## src/rtl/thermal_pkg.sv

```systemverilog
// Package: shared widths, control field layout and hysteresis decoding
// for the thermal window event controller.
package thermal_pkg;

    localparam int TEMP_W    = 13;   // sample / limit width, two's complement
    localparam int REG_W     = 16;   // readback word width
    localparam int LIM_LSB   = 2;    // lowest stored limit bit
    localparam int HYST_STEP = 24;   // smallest non-zero hysteresis, 1/16 C
    localparam int HYST_W    = 8;    // width of decoded hysteresis

    // control word bit positions (software visible layout)
    localparam int C_MODE  = 0;
    localparam int C_POL   = 1;
    localparam int C_CONLY = 2;
    localparam int C_EN    = 3;
    localparam int C_STAT  = 4;
    localparam int C_CLR   = 5;
    localparam int C_ALK   = 6;
    localparam int C_CLK   = 7;
    localparam int C_SD    = 8;
    localparam int C_HYS0  = 9;

    typedef struct packed {
        logic [1:0] hyst;
        logic       sd;
        logic       crit_lk;
        logic       alarm_lk;
        logic       out_en;
        logic       crit_only;
        logic       pol_high;
        logic       irq_mode;
    } ctrl_t;

    // decode a hysteresis select code into 1/16 C units
    function automatic logic [HYST_W-1:0] hyst_units(input logic [1:0] code);
        logic [HYST_W-1:0] r;
        case (code)
            2'd0:    r = '0;
            2'd1:    r = HYST_W'(HYST_STEP);
            2'd2:    r = HYST_W'(HYST_STEP * 2);
            default: r = HYST_W'(HYST_STEP * 4);
        endcase
        return r;
    endfunction

endpackage

```

## src/rtl/thermal_limit_reg.sv

```systemverilog
// Module: one programmable temperature limit.
// Stores bits TW-1:LSB of the write data and drops writes while locked.
// Assumes the caller has already decoded which limit a strobe targets.
module thermal_limit_reg #(
    parameter int TW  = 13,
    parameter int RW  = 16,
    parameter int LSB = 2
) (
    input  logic          clk,
    input  logic          rst_n,
    input  logic          wr_en,
    input  logic          locked,
    input  logic [RW-1:0] wr_data,
    output logic [RW-1:0] value
);

    localparam int KEEP_W = TW - LSB;

    logic [KEEP_W-1:0] keep_q;

    // capture the kept bits on an unlocked write
    always_ff @(posedge clk) begin
        if (!rst_n) begin
            keep_q <= '0;
        end else if (wr_en && !locked) begin
            keep_q <= wr_data[TW-1:LSB];
        end
    end

    assign value = {{(RW-TW){1'b0}}, keep_q, {LSB{1'b0}}};

endmodule

```

## src/rtl/thermal_ctrl_reg.sv

```systemverilog
// Module: control register with sticky locks.
// Lock state before a write decides what that write may change. Clear-event
// is a pulse only and is never stored.
module thermal_ctrl_reg
    import thermal_pkg::*;
#(
    parameter int RW = 16
) (
    input  logic          clk,
    input  logic          rst_n,
    input  logic          wr_en,
    input  logic [RW-1:0] wr_data,
    output ctrl_t         ctrl,
    output logic          clr_pulse
);

    ctrl_t ctrl_q;
    logic  locked;

    assign locked = ctrl_q.alarm_lk | ctrl_q.crit_lk;

    // update control fields under the lock rules
    always_ff @(posedge clk) begin
        if (!rst_n) begin
            ctrl_q <= '0;
        end else if (wr_en) begin
            ctrl_q.alarm_lk <= ctrl_q.alarm_lk | wr_data[C_ALK];
            ctrl_q.crit_lk  <= ctrl_q.crit_lk  | wr_data[C_CLK];
            ctrl_q.hyst     <= wr_data[C_HYS0+1:C_HYS0];
            if (!locked) begin
                ctrl_q.irq_mode  <= wr_data[C_MODE];
                ctrl_q.pol_high  <= wr_data[C_POL];
                ctrl_q.crit_only <= wr_data[C_CONLY];
                ctrl_q.out_en    <= wr_data[C_EN];
            end
            if (!wr_data[C_SD]) begin
                ctrl_q.sd <= 1'b0;
            end else if (!locked) begin
                ctrl_q.sd <= 1'b1;
            end
        end
    end

    assign ctrl      = ctrl_q;
    assign clr_pulse = wr_en & wr_data[C_CLR];

endmodule

```

## src/rtl/thermal_trip_detect.sv

```systemverilog
// Module: three trip flags with hysteresis.
// Limits share the sample's 1/16 C alignment, so both are sign-extended
// and compared directly. The module flags a window crossing one cycle after
// the accepting sample, together with the new flag values.
module thermal_trip_detect
    import thermal_pkg::*;
#(
    parameter int TW = 13
) (
    input  logic          clk,
    input  logic          rst_n,
    input  logic          accept,
    input  logic [TW-1:0] smp,
    input  logic [TW-1:0] lim_hi,
    input  logic [TW-1:0] lim_lo,
    input  logic [TW-1:0] lim_crit,
    input  logic [1:0]    hyst_sel,
    output logic          crit_st,
    output logic          above_st,
    output logic          below_st,
    output logic          win_cross,
    output logic [TW-1:0] smp_q
);

    localparam int CW = TW + 2;

    logic signed [CW-1:0] t_s, hi_s, lo_s, cr_s, h_s;
    logic                 crit_n, above_n, below_n;
    logic                 crit_q, above_q, below_q, cross_q;
    logic [TW-1:0]        smp_r;

    assign t_s  = {{(CW-TW){smp[TW-1]}}, smp};
    assign hi_s = {{(CW-TW){lim_hi[TW-1]}}, lim_hi};
    assign lo_s = {{(CW-TW){lim_lo[TW-1]}}, lim_lo};
    assign cr_s = {{(CW-TW){lim_crit[TW-1]}}, lim_crit};
    assign h_s  = {{(CW-HYST_W){1'b0}}, hyst_units(hyst_sel)};

    // next flag values: set rule first, then clear rule, else hold
    always_comb begin
        if (t_s >= cr_s)             crit_n = 1'b1;
        else if (t_s < cr_s - h_s)   crit_n = 1'b0;
        else                         crit_n = crit_q;

        if (t_s > hi_s)              above_n = 1'b1;
        else if (t_s <= hi_s - h_s)  above_n = 1'b0;
        else                         above_n = above_q;

        if (t_s < lo_s - h_s)        below_n = 1'b1;
        else if (t_s >= lo_s)        below_n = 1'b0;
        else                         below_n = below_q;
    end

    // register flags, sample and the crossing pulse on accepted samples
    always_ff @(posedge clk) begin
        if (!rst_n) begin
            crit_q  <= 1'b0;
            above_q <= 1'b0;
            below_q <= 1'b0;
            cross_q <= 1'b0;
            smp_r   <= '0;
        end else if (accept) begin
            crit_q  <= crit_n;
            above_q <= above_n;
            below_q <= below_n;
            cross_q <= (above_n != above_q) || (below_n != below_q);
            smp_r   <= smp;
        end else begin
            cross_q <= 1'b0;
        end
    end

    assign crit_st   = crit_q;
    assign above_st  = above_q;
    assign below_st  = below_q;
    assign win_cross = cross_q;
    assign smp_q     = smp_r;

endmodule

```

## src/rtl/thermal_event_gen.sv

```systemverilog
// Module: event state and pin drive.
// Comparator rule applies in comparator mode or while critical. The interrupt
// latch is used otherwise. Shutdown forces the event off and empties the latch.
module thermal_event_gen
    import thermal_pkg::*;
(
    input  logic  clk,
    input  logic  rst_n,
    input  ctrl_t ctrl,
    input  logic  clr_pulse,
    input  logic  crit_st,
    input  logic  above_st,
    input  logic  below_st,
    input  logic  win_cross,
    output logic  asserted,
    output logic  drive_low
);

    logic irq_q;
    logic level_cond;
    logic cmp_rule;

    assign level_cond = crit_st | (~ctrl.crit_only & (above_st | below_st));
    assign cmp_rule   = ~ctrl.irq_mode | crit_st;

    // interrupt latch: set on a window crossing, cleared by software
    always_ff @(posedge clk) begin
        if (!rst_n) begin
            irq_q <= 1'b0;
        end else if (ctrl.sd || !ctrl.irq_mode) begin
            irq_q <= 1'b0;
        end else if (win_cross && !ctrl.crit_only) begin
            irq_q <= 1'b1;
        end else if (clr_pulse && !crit_st) begin
            irq_q <= 1'b0;
        end
    end

    assign asserted  = ~ctrl.sd & (cmp_rule ? level_cond : irq_q);
    assign drive_low = ctrl.out_en & (ctrl.pol_high ? ~asserted : asserted);

endmodule

```

## src/rtl/thermal_event_ctrl.sv

```systemverilog
// Module: top of the thermal window event controller.
// Connects the three limit registers, the control register, the trip
// detector and the event generator, and forms the readback words.
// Assumes one write strobe per cycle and synchronous inputs.
module thermal_event_ctrl
    import thermal_pkg::*;
#(
    parameter int TW  = TEMP_W,
    parameter int RW  = REG_W,
    parameter int LSB = LIM_LSB
) (
    input  logic          clk,
    input  logic          rst_n,
    input  logic          smp_vld,
    input  logic [TW-1:0] smp_temp,
    input  logic          wr_cfg,
    input  logic          wr_hi,
    input  logic          wr_lo,
    input  logic          wr_crit,
    input  logic [RW-1:0] wr_data,
    output logic          evt_drive_low,
    output logic [RW-1:0] cfg_rd,
    output logic [RW-1:0] hi_rd,
    output logic [RW-1:0] lo_rd,
    output logic [RW-1:0] crit_rd,
    output logic [RW-1:0] temp_word
);

    localparam int NLIM = 3;   // 0 upper, 1 lower, 2 critical

    ctrl_t         ctrl;
    logic          clr_pulse;
    logic [NLIM-1:0] lim_wr, lim_lock;
    logic [RW-1:0] lim_val [NLIM];
    logic          crit_st, above_st, below_st, win_cross;
    logic [TW-1:0] smp_q;
    logic          asserted;

    assign lim_wr   = {wr_crit, wr_lo, wr_hi};
    assign lim_lock = {ctrl.crit_lk, ctrl.alarm_lk, ctrl.alarm_lk};

    // one limit register per threshold
    generate
        for (genvar gi = 0; gi < NLIM; gi++) begin : g_lim
            thermal_limit_reg #(.TW(TW), .RW(RW), .LSB(LSB)) u_lim (
                .clk     (clk),
                .rst_n   (rst_n),
                .wr_en   (lim_wr[gi]),
                .locked  (lim_lock[gi]),
                .wr_data (wr_data),
                .value   (lim_val[gi])
            );
        end
    endgenerate

    thermal_ctrl_reg #(.RW(RW)) u_ctrl (
        .clk       (clk),
        .rst_n     (rst_n),
        .wr_en     (wr_cfg),
        .wr_data   (wr_data),
        .ctrl      (ctrl),
        .clr_pulse (clr_pulse)
    );

    thermal_trip_detect #(.TW(TW)) u_trip (
        .clk       (clk),
        .rst_n     (rst_n),
        .accept    (smp_vld & ~ctrl.sd),
        .smp       (smp_temp),
        .lim_hi    (lim_val[0][TW-1:0]),
        .lim_lo    (lim_val[1][TW-1:0]),
        .lim_crit  (lim_val[2][TW-1:0]),
        .hyst_sel  (ctrl.hyst),
        .crit_st   (crit_st),
        .above_st  (above_st),
        .below_st  (below_st),
        .win_cross (win_cross),
        .smp_q     (smp_q)
    );

    thermal_event_gen u_evt (
        .clk       (clk),
        .rst_n     (rst_n),
        .ctrl      (ctrl),
        .clr_pulse (clr_pulse),
        .crit_st   (crit_st),
        .above_st  (above_st),
        .below_st  (below_st),
        .win_cross (win_cross),
        .asserted  (asserted),
        .drive_low (evt_drive_low)
    );

    // readback word assembly
    always_comb begin
        cfg_rd                    = '0;
        cfg_rd[C_MODE]            = ctrl.irq_mode;
        cfg_rd[C_POL]             = ctrl.pol_high;
        cfg_rd[C_CONLY]           = ctrl.crit_only;
        cfg_rd[C_EN]              = ctrl.out_en;
        cfg_rd[C_STAT]            = asserted & ctrl.out_en;
        cfg_rd[C_ALK]             = ctrl.alarm_lk;
        cfg_rd[C_CLK]             = ctrl.crit_lk;
        cfg_rd[C_SD]              = ctrl.sd;
        cfg_rd[C_HYS0+1:C_HYS0]   = ctrl.hyst;
    end

    assign hi_rd     = lim_val[0];
    assign lo_rd     = lim_val[1];
    assign crit_rd   = lim_val[2];
    assign temp_word = {crit_st, above_st, below_st, smp_q};

endmodule

```

## config.mk

```make
export PLATFORM = sky130hd
export DESIGN_NAME = thermal_event_ctrl
export DESIGN_NICKNAME = d
export VERILOG_FILES = /design/src/rtl/thermal_pkg.sv /design/src/rtl/thermal_limit_reg.sv /design/src/rtl/thermal_ctrl_reg.sv /design/src/rtl/thermal_trip_detect.sv /design/src/rtl/thermal_event_gen.sv /design/src/rtl/thermal_event_ctrl.sv
export SDC_FILE = /design/constraint.sdc
export NUM_CORES = 1
export LEC_CHECK = 0
export ABC_AREA = 1
export BUFFER_PORTS_ARGS = -buffer_cell sky130_fd_sc_hd__clkbuf_2
export CAP_MARGIN = 0
export CORE_ASPECT_RATIO = 1.25
export CORE_MARGIN = 2
export CORE_UTILIZATION = 46
export DETAILED_ROUTE_END_ITERATION = 10
export PLACE_DENSITY = 0.79
export SYNTH_ARGS = -nofsm -noshare
export SYNTH_HDL_FRONTEND = slang
export SYNTH_SLANG_ARGS = --single-unit
```

## constraint.sdc

```tcl
create_clock -name clk -period 4.37 [get_ports clk]
set_clock_uncertainty 0.1 [all_clocks]
set_input_delay 1.311 -clock clk [delete_from_list [all_inputs] [get_ports clk]]
set_output_delay 1.311 -clock clk [all_outputs]
set_load 0.03 [all_outputs]
```

==> results.sh, run 1 <==
export IMPL_status="complete, no violations"
export IMPL_irDropWorstVdd_v=0.000200
export IMPL_setup_tns_ps=0
export IMPL_fin_crit_sh_pct=83.4
export IMPL_final_nets=867
export IMPL_dp_hpwl_um=10100
export IMPL_drc=0
export IMPL_p_sw_w=0.000808
export IMPL_cts_buffer_depth=2
export IMPL_max_cap_violations=0
export IMPL_avgSynthCellArea_um2=7.19
export IMPL_die_height_um=118
export IMPL_clk_latency_ps=330
export IMPL_cts_made_buffers=9
export IMPL_cts_sinks=60
export IMPL_crit_type="flip-flop to flip-flop"
export IMPL_drtAntennaViolNets=0
export IMPL_place_gp_congestion=0.876
export IMPL_endpoint_kind="flip-flop"
export IMPL_power_switching_share_pct=37.6
export IMPL_die_area_um2=11200
export IMPL_final_cell_mix="103 x nand2_1, 97 x inv_1, 92 x clkbuf_2, 78 x ha_1, 72 x a21oi_1"
export IMPL_final_layout_size_suffix_gt1_share_pct=16.2
export IMPL_critPathMaxFanout=6
export IMPL_grt_pass1_vias=4316
export IMPL_tritoncts="done"
export IMPL_grt_max_degree=34
export IMPL_setup_viol=0
export IMPL_fp_coreArea_um2=10100
export IMPL_fin_area_um2=5550
export IMPL_fin_crit_ps=3650
export IMPL_n_antenna_cell=0
export IMPL_vias=4585
export IMPL_fmax_mhz=274
export IMPL_rows=41
export IMPL_cts_hold_buf=0
export IMPL_power_frac_seq_pct=29.8
export IMPL_syn_instance_count=666
export IMPL_yosys_cell_types_count=37
export IMPL_ys_warn_count=0
export IMPL_drt_vias_per_instance=5.19
export IMPL_syn2layout_area_growth_pct=15.9
export IMPL_placedCellCount=868
export IMPL_grt_overflow_total=0
export IMPL_layout_commonest_cell="nand2_1"
export IMPL_grt_pass1_wl_um=20800
export IMPL_slew_violations=0
export IMPL_synth_area_um2=4790
export IMPL_cts_resized=0
export IMPL_crit_arrival_ps=3770
export IMPL_internal_power_w=0.00134
export IMPL_root_buffer="clkbuf_16"
export IMPL_timing_final_ws_setup_ps=725
export IMPL_ioPinCount=117
export IMPL_pwr_share_comb_pct=36.8
export IMPL_place_area_um2=5240
export IMPL_rsz0062_at_grt="no"
export IMPL_port_buffers=92
export IMPL_critPathLaunchType="flip-flop"
export IMPL_antenna_found_initial=0
export IMPL_die_w_um=95.2
export IMPL_total_power_w=0.00215
export IMPL_final_cells=884
export IMPL_start_util_pct=47.4
export IMPL_dp_slack_ps=732
export IMPL_hold_class="flip-flop to flip-flop"
export IMPL_dr_pass1_iters=5
export IMPL_postCtsSetupBuffers=0
export IMPL_drtIter0Drc=225
export IMPL_worstMarginPinSlew_ps=647
export IMPL_htreeDepth=3
export IMPL_ys_seq_area_share_pct=25.1
export IMPL_yosys_register_bits=60
export IMPL_crit_required_ps=4490
export IMPL_grt_usage_pct=24.1
export IMPL_finalHoldViolCount=0
export IMPL_slew_headroom_pct=56.8
export IMPL_p_clk_share_pct=33.4
export IMPL_routed_wl_um=13000
export IMPL_clkTransAtPathRegs_ps=50
export IMPL_p_per_area_nw_per_um2=388
export IMPL_leakagePower_nw=2.89
export IMPL_wl_per_cell_um=14.7
-- kinds of logic (layout without fill, tap and decap cells) --
logic type      count (synthesis)  after routing  synth area share [%]
compound gates                154            154                  17.1
fa+ha+maj                      81             81                  21.6
flops                          60             60                  25.1
simple gates                  207            207                  18.8
buf+inv                       139            208                  12.9
other cells                     1             21                0.0784
xor+xnor                       24             24                  4.39
-- final timing paths --
| kind | startpoint | endpoint | slack [ps] | depth (start not counted) |
|---|---|---|---|---|
| hold / removal | u_trip.smp_q[7] | u_trip.smp_q[7] | 380 | 2 |
| setup / recovery | u_ctrl.ctrl[7] | u_trip.win_cross | 720 | 23 |
| setup reg to reg | u_ctrl.ctrl[7] | u_trip.win_cross | 720 | 23 |
| hold reg to reg | u_trip.smp_q[7] | u_trip.smp_q[7] | 380 | 2 |
-- flip-flops by register name, indices dropped and copies added (netlist names) --
| signal | flops |
|---|---|
| u_trip.crit_st | 1 |
| u_evt.irq_q | 1 |
| u_trip.win_cross | 1 |
| u_trip.above_st | 1 |
| u_trip.smp_q | 13 |
| u_ctrl.ctrl | 9 |
| u_trip.below_st | 1 |
| g_lim.u_lim.keep_q | 33 |
-- stage by stage --
| stage | util, % | hold slack (ps) |
|---|---|---|
| after global routing | 54.9 | 407 |
| final | 54.9 | 376 |
| after detailed placement | 51.9 | 371 |
| after CTS | 54.9 | 384 |
| after global placement | 51.9 | 362 |
| after floorplan | - | 349 |
-- worst max-delay path, stage by stage (launching register included) --
cell and delay (ps):
dfxtp_1 390, inv_1 80, ha_1 430, fa_1 480, a21oi_1 200, o21ai_1 120, nor3_2 180, nand3_1 140
o21ai_1 140, inv_1 50, ha_1 280, nand2_1 50, inv_1 60, nand2_1 70, nor2_1 100, nand2_1 80
nand3_1 70, nand2_1 50, nand2_1 80, inv_1 60, nand3_1 70, nand2_1 80, nor2_1 130, nor2_1 50
-- Yosys cell counts (all sizes together) --
cell	n	share of area (%)
nand2	105	8.3
inv	98	7.7
ha	78	20
a21oi	73	7.7
o21ai	68	7.3
dfxtp	60	25
nor2	56	4.6
buf	26	4.1
nand3	24	2.6
xor2	22	4.0
clkbuf	14	1.1
nand4	12	1.6
a21o	5	0.78
nor3	5	0.97
fa	3	1.3
o211ai	3	0.47
a31oi	2	0.26
and2	2	0.26
xnor2	2	0.37
a2111oi	1	0.18
a211oi	1	0.16
a21boi	1	0.24
clkinv	1	0.078
conb	1	0.078
nand3b	1	0.16
nor4	1	0.13
or2	1	0.13
-- routing by layer --
layer,GRT usage (%),share of wire (%)
met5,0,0
met4,10.1,3.5
met3,5.25,10
met2,38.7,46
met1,30.7,41
-- power by group through the flow --
stage	Sequential (W)	Combinational, W	Clock [W]
floorplan	0.000720	0.000538	0
global placement	0.000651	0.000770	0
detailed placement	0.000652	0.000789	0
CTS	0.000640	0.000795	0.000729
global route	0.000647	0.000908	0.000753
finish	0.000641	0.000792	0.000717
-- area by class of cell --
cell class	count	area, um^2
fill	988	4560
multi-input combinational	487	3040
sequential	60	1200
timing repair buffer	93	468
inverter	99	372
clock buffer	12	256
tap	129	161
clock inverter	4	47.5
Power figures use the tool's default switching activity.
==> run 2: changes to the inputs <==
==> constraint.sdc (replaced) <==
create_clock -name clk -period 3.7 [get_ports clk]
set_clock_uncertainty 0.1 [all_clocks]
set_input_delay 1.11 -clock clk [delete_from_list [all_inputs] [get_ports clk]]
set_output_delay 1.11 -clock clk [all_outputs]
set_load 0.03 [all_outputs]
==> run 2 against run 1 <==
Via count grew 0.70%. Critical path type unchanged. Final area grew 0.72%. Critical endpoint unchanged. Global-route usage about the same. Sequential power grew 18%. Clock power up 15%. First-iteration DRC count up 9.3%. Cell count up 0.11%. Power rose by 18%. Largest cell class unchanged. Sequential share of layout area fell by 0.066 points.
==> results.sh, run 2 (synthesis gave the netlist of run 1 again) <==
export IMPL_final_util_pct=55.3
export IMPL_worstMarginPinSlew_ps=753
export IMPL_start_util_pct=47.4
export IMPL_final_cell_mix="103 x nand2_1, 96 x inv_1, 92 x clkbuf_2, 76 x ha_1, 71 x a21oi_1"
export IMPL_rows=41
export IMPL_drtAntennaViolNets=0
export IMPL_drt_vias_per_instance=5.22
export IMPL_final_nets=869
export IMPL_htreeDepth=3
export IMPL_crit_required_ps=3820
export IMPL_place_area_um2=5250
export IMPL_critPathMaxFanout=4
export IMPL_dr_pass1_iters=4
export IMPL_max_cap_violations=0
export IMPL_port_buffers=92
export IMPL_dp_hpwl_um=10100
export IMPL_critPathLaunchType="flip-flop"
export IMPL_whs_ps=378
export IMPL_fin_crit_sh_pct=92.7
export IMPL_drc=0
export IMPL_endpoint_kind="flip-flop"
export IMPL_routed_wl_um=13300
export IMPL_fmax_mhz=292
export IMPL_slew_violations=0
export IMPL_largest_reg_flops=33
export IMPL_clkTransAtPathRegs_ps=50
export IMPL_reg2reg_depth=25
export IMPL_die_area_um2=11200
export IMPL_crit_arrival_ps=3550
export IMPL_ff2ff_setup_slack_ps=270
export IMPL_fin_area_um2=5590
export IMPL_worstHoldPathCells=2
export IMPL_fin_crit_ps=3430
export IMPL_antenna_found_initial=0
export IMPL_layout_commonest_cell="nand2_1"
export IMPL_ioPinCount=117
export IMPL_p_per_area_nw_per_um2=455
export IMPL_grt_max_degree=43
export IMPL_final_layout_size_suffix_gt1_share_pct=17.2
export IMPL_cts_made_buffers=9
export IMPL_cts_hold_buf=0
export IMPL_syn2layout_area_growth_pct=16.7
export IMPL_drtIter0Drc=246
export IMPL_grt_overflow_total=0
export IMPL_setup_viol=0
export IMPL_cts_sinks=60
export IMPL_finalHoldViolCount=0
export IMPL_place_gp_congestion=0.870
export IMPL_leakagePower_nw=2.89
export IMPL_die_height_um=118
export IMPL_n_antenna_cell=0
export IMPL_irDropWorstVdd_v=0.000242
export IMPL_fp_coreArea_um2=10100
export IMPL_root_buffer="clkbuf_16"
export IMPL_die_w_um=95.2
export IMPL_grt_usage_pct=24.1
export IMPL_vias=4617
export IMPL_status="complete, no violations"
export IMPL_slew_headroom_pct=49.8
export IMPL_cts_buffer_depth=2
export IMPL_top_register="g_lim.u_lim.keep_q"
export IMPL_crit_type="flip-flop to flip-flop"
export IMPL_grt_pass1_wl_um=20800
export IMPL_wl_per_cell_um=15.1
export IMPL_hold_class="flip-flop to flip-flop"
export IMPL_grt_pass1_vias=4258
export IMPL_tritoncts="done"
export IMPL_clk_latency_ps=330
[run 2: cell types whose count changed in the layout (fill, tap and decap cells not counted), moves of 2 or more]
cell	change
ha_4	+2
clkbuf_1	+2
dfxtp_1	-2
buf_4	+2
ha_1	-2
[run 2: worst paths after layout]
check,start,to
worst min register to register,u_trip.smp_q[7],u_trip.smp_q[7]
worst max register to register,u_ctrl.ctrl[8],u_trip.win_cross
worst max-delay path,u_ctrl.ctrl[8],u_trip.win_cross
worst min-delay path,u_trip.smp_q[7],u_trip.smp_q[7]
[run 2: final cells by class]
type	instances	area, um^2
tap	129	161
timing repair buffer	95	483
multi-input combinational	487	3080
sequential	60	1210
fill	984	4520
clock buffer	13	250
clock inverter	2	35.0
inverter	99	372
[run 2: stage by stage]
| stage | setup TNS, ps | instances | setup slack (ps) | power [W] |
|---|---|---|---|---|
| floorplan | 0 | 686 | 305 | 0.00149 |
| global placement | 0 | 869 | 135 | 0.00168 |
| detailed placement | 0 | 869 | 118 | 0.00170 |
| CTS | 0 | 884 | 70.4 | 0.00253 |
| global route | -38.2 | 885 | -38.2 | 0.00272 |
| finish | 0 | 885 | 270 | 0.00254 |
[run 2: what timing repair did]
item	in CTS	in global routing
setup buffers	0	1
endpoints found under the hold margin	0	0
endpoints found under the setup margin	0	4
resized for setup	0	12
[run 2: report_power, final]
group | total, W | switching (W) | leakage, nW | internal (W)
clock network | 0.000826 | 0.000291 | 0.140 | 0.000535
logic | 0.000957 | 0.000620 | 2.25 | 0.000337
registers | 0.000758 | 0.0000554 | 0.499 | 0.000703
[run 2: metal layers]
metal,routed length (um),vias up,track usage [%]
li1,-,2329,-
met1,5540,2080,30.6
met2,6250,181,39.4
met3,1090,27,4.61
met4,436,0,9.60
met5,0,-,0
[run 2: critical path, cell delays in order, from the launching register on]
cell and delay [ps]:
dfxtp_2 350, inv_2 90, ha_4 150, ha_1 140
inv_1 60, fa_2 360, a21oi_2 160, o21ai_1 110
nor3_2 240, nand3_2 110, o21ai_1 130, inv_1 50
ha_1 280, nand2_1 50, inv_1 70, nand2_1 60
nor2_1 100, nand2_1 80, nand3_1 70, nand2_1 50
nand2_1 90, inv_1 60, nand3_1 70, nand2_1 80
nor2_1 150, nor2_1 60
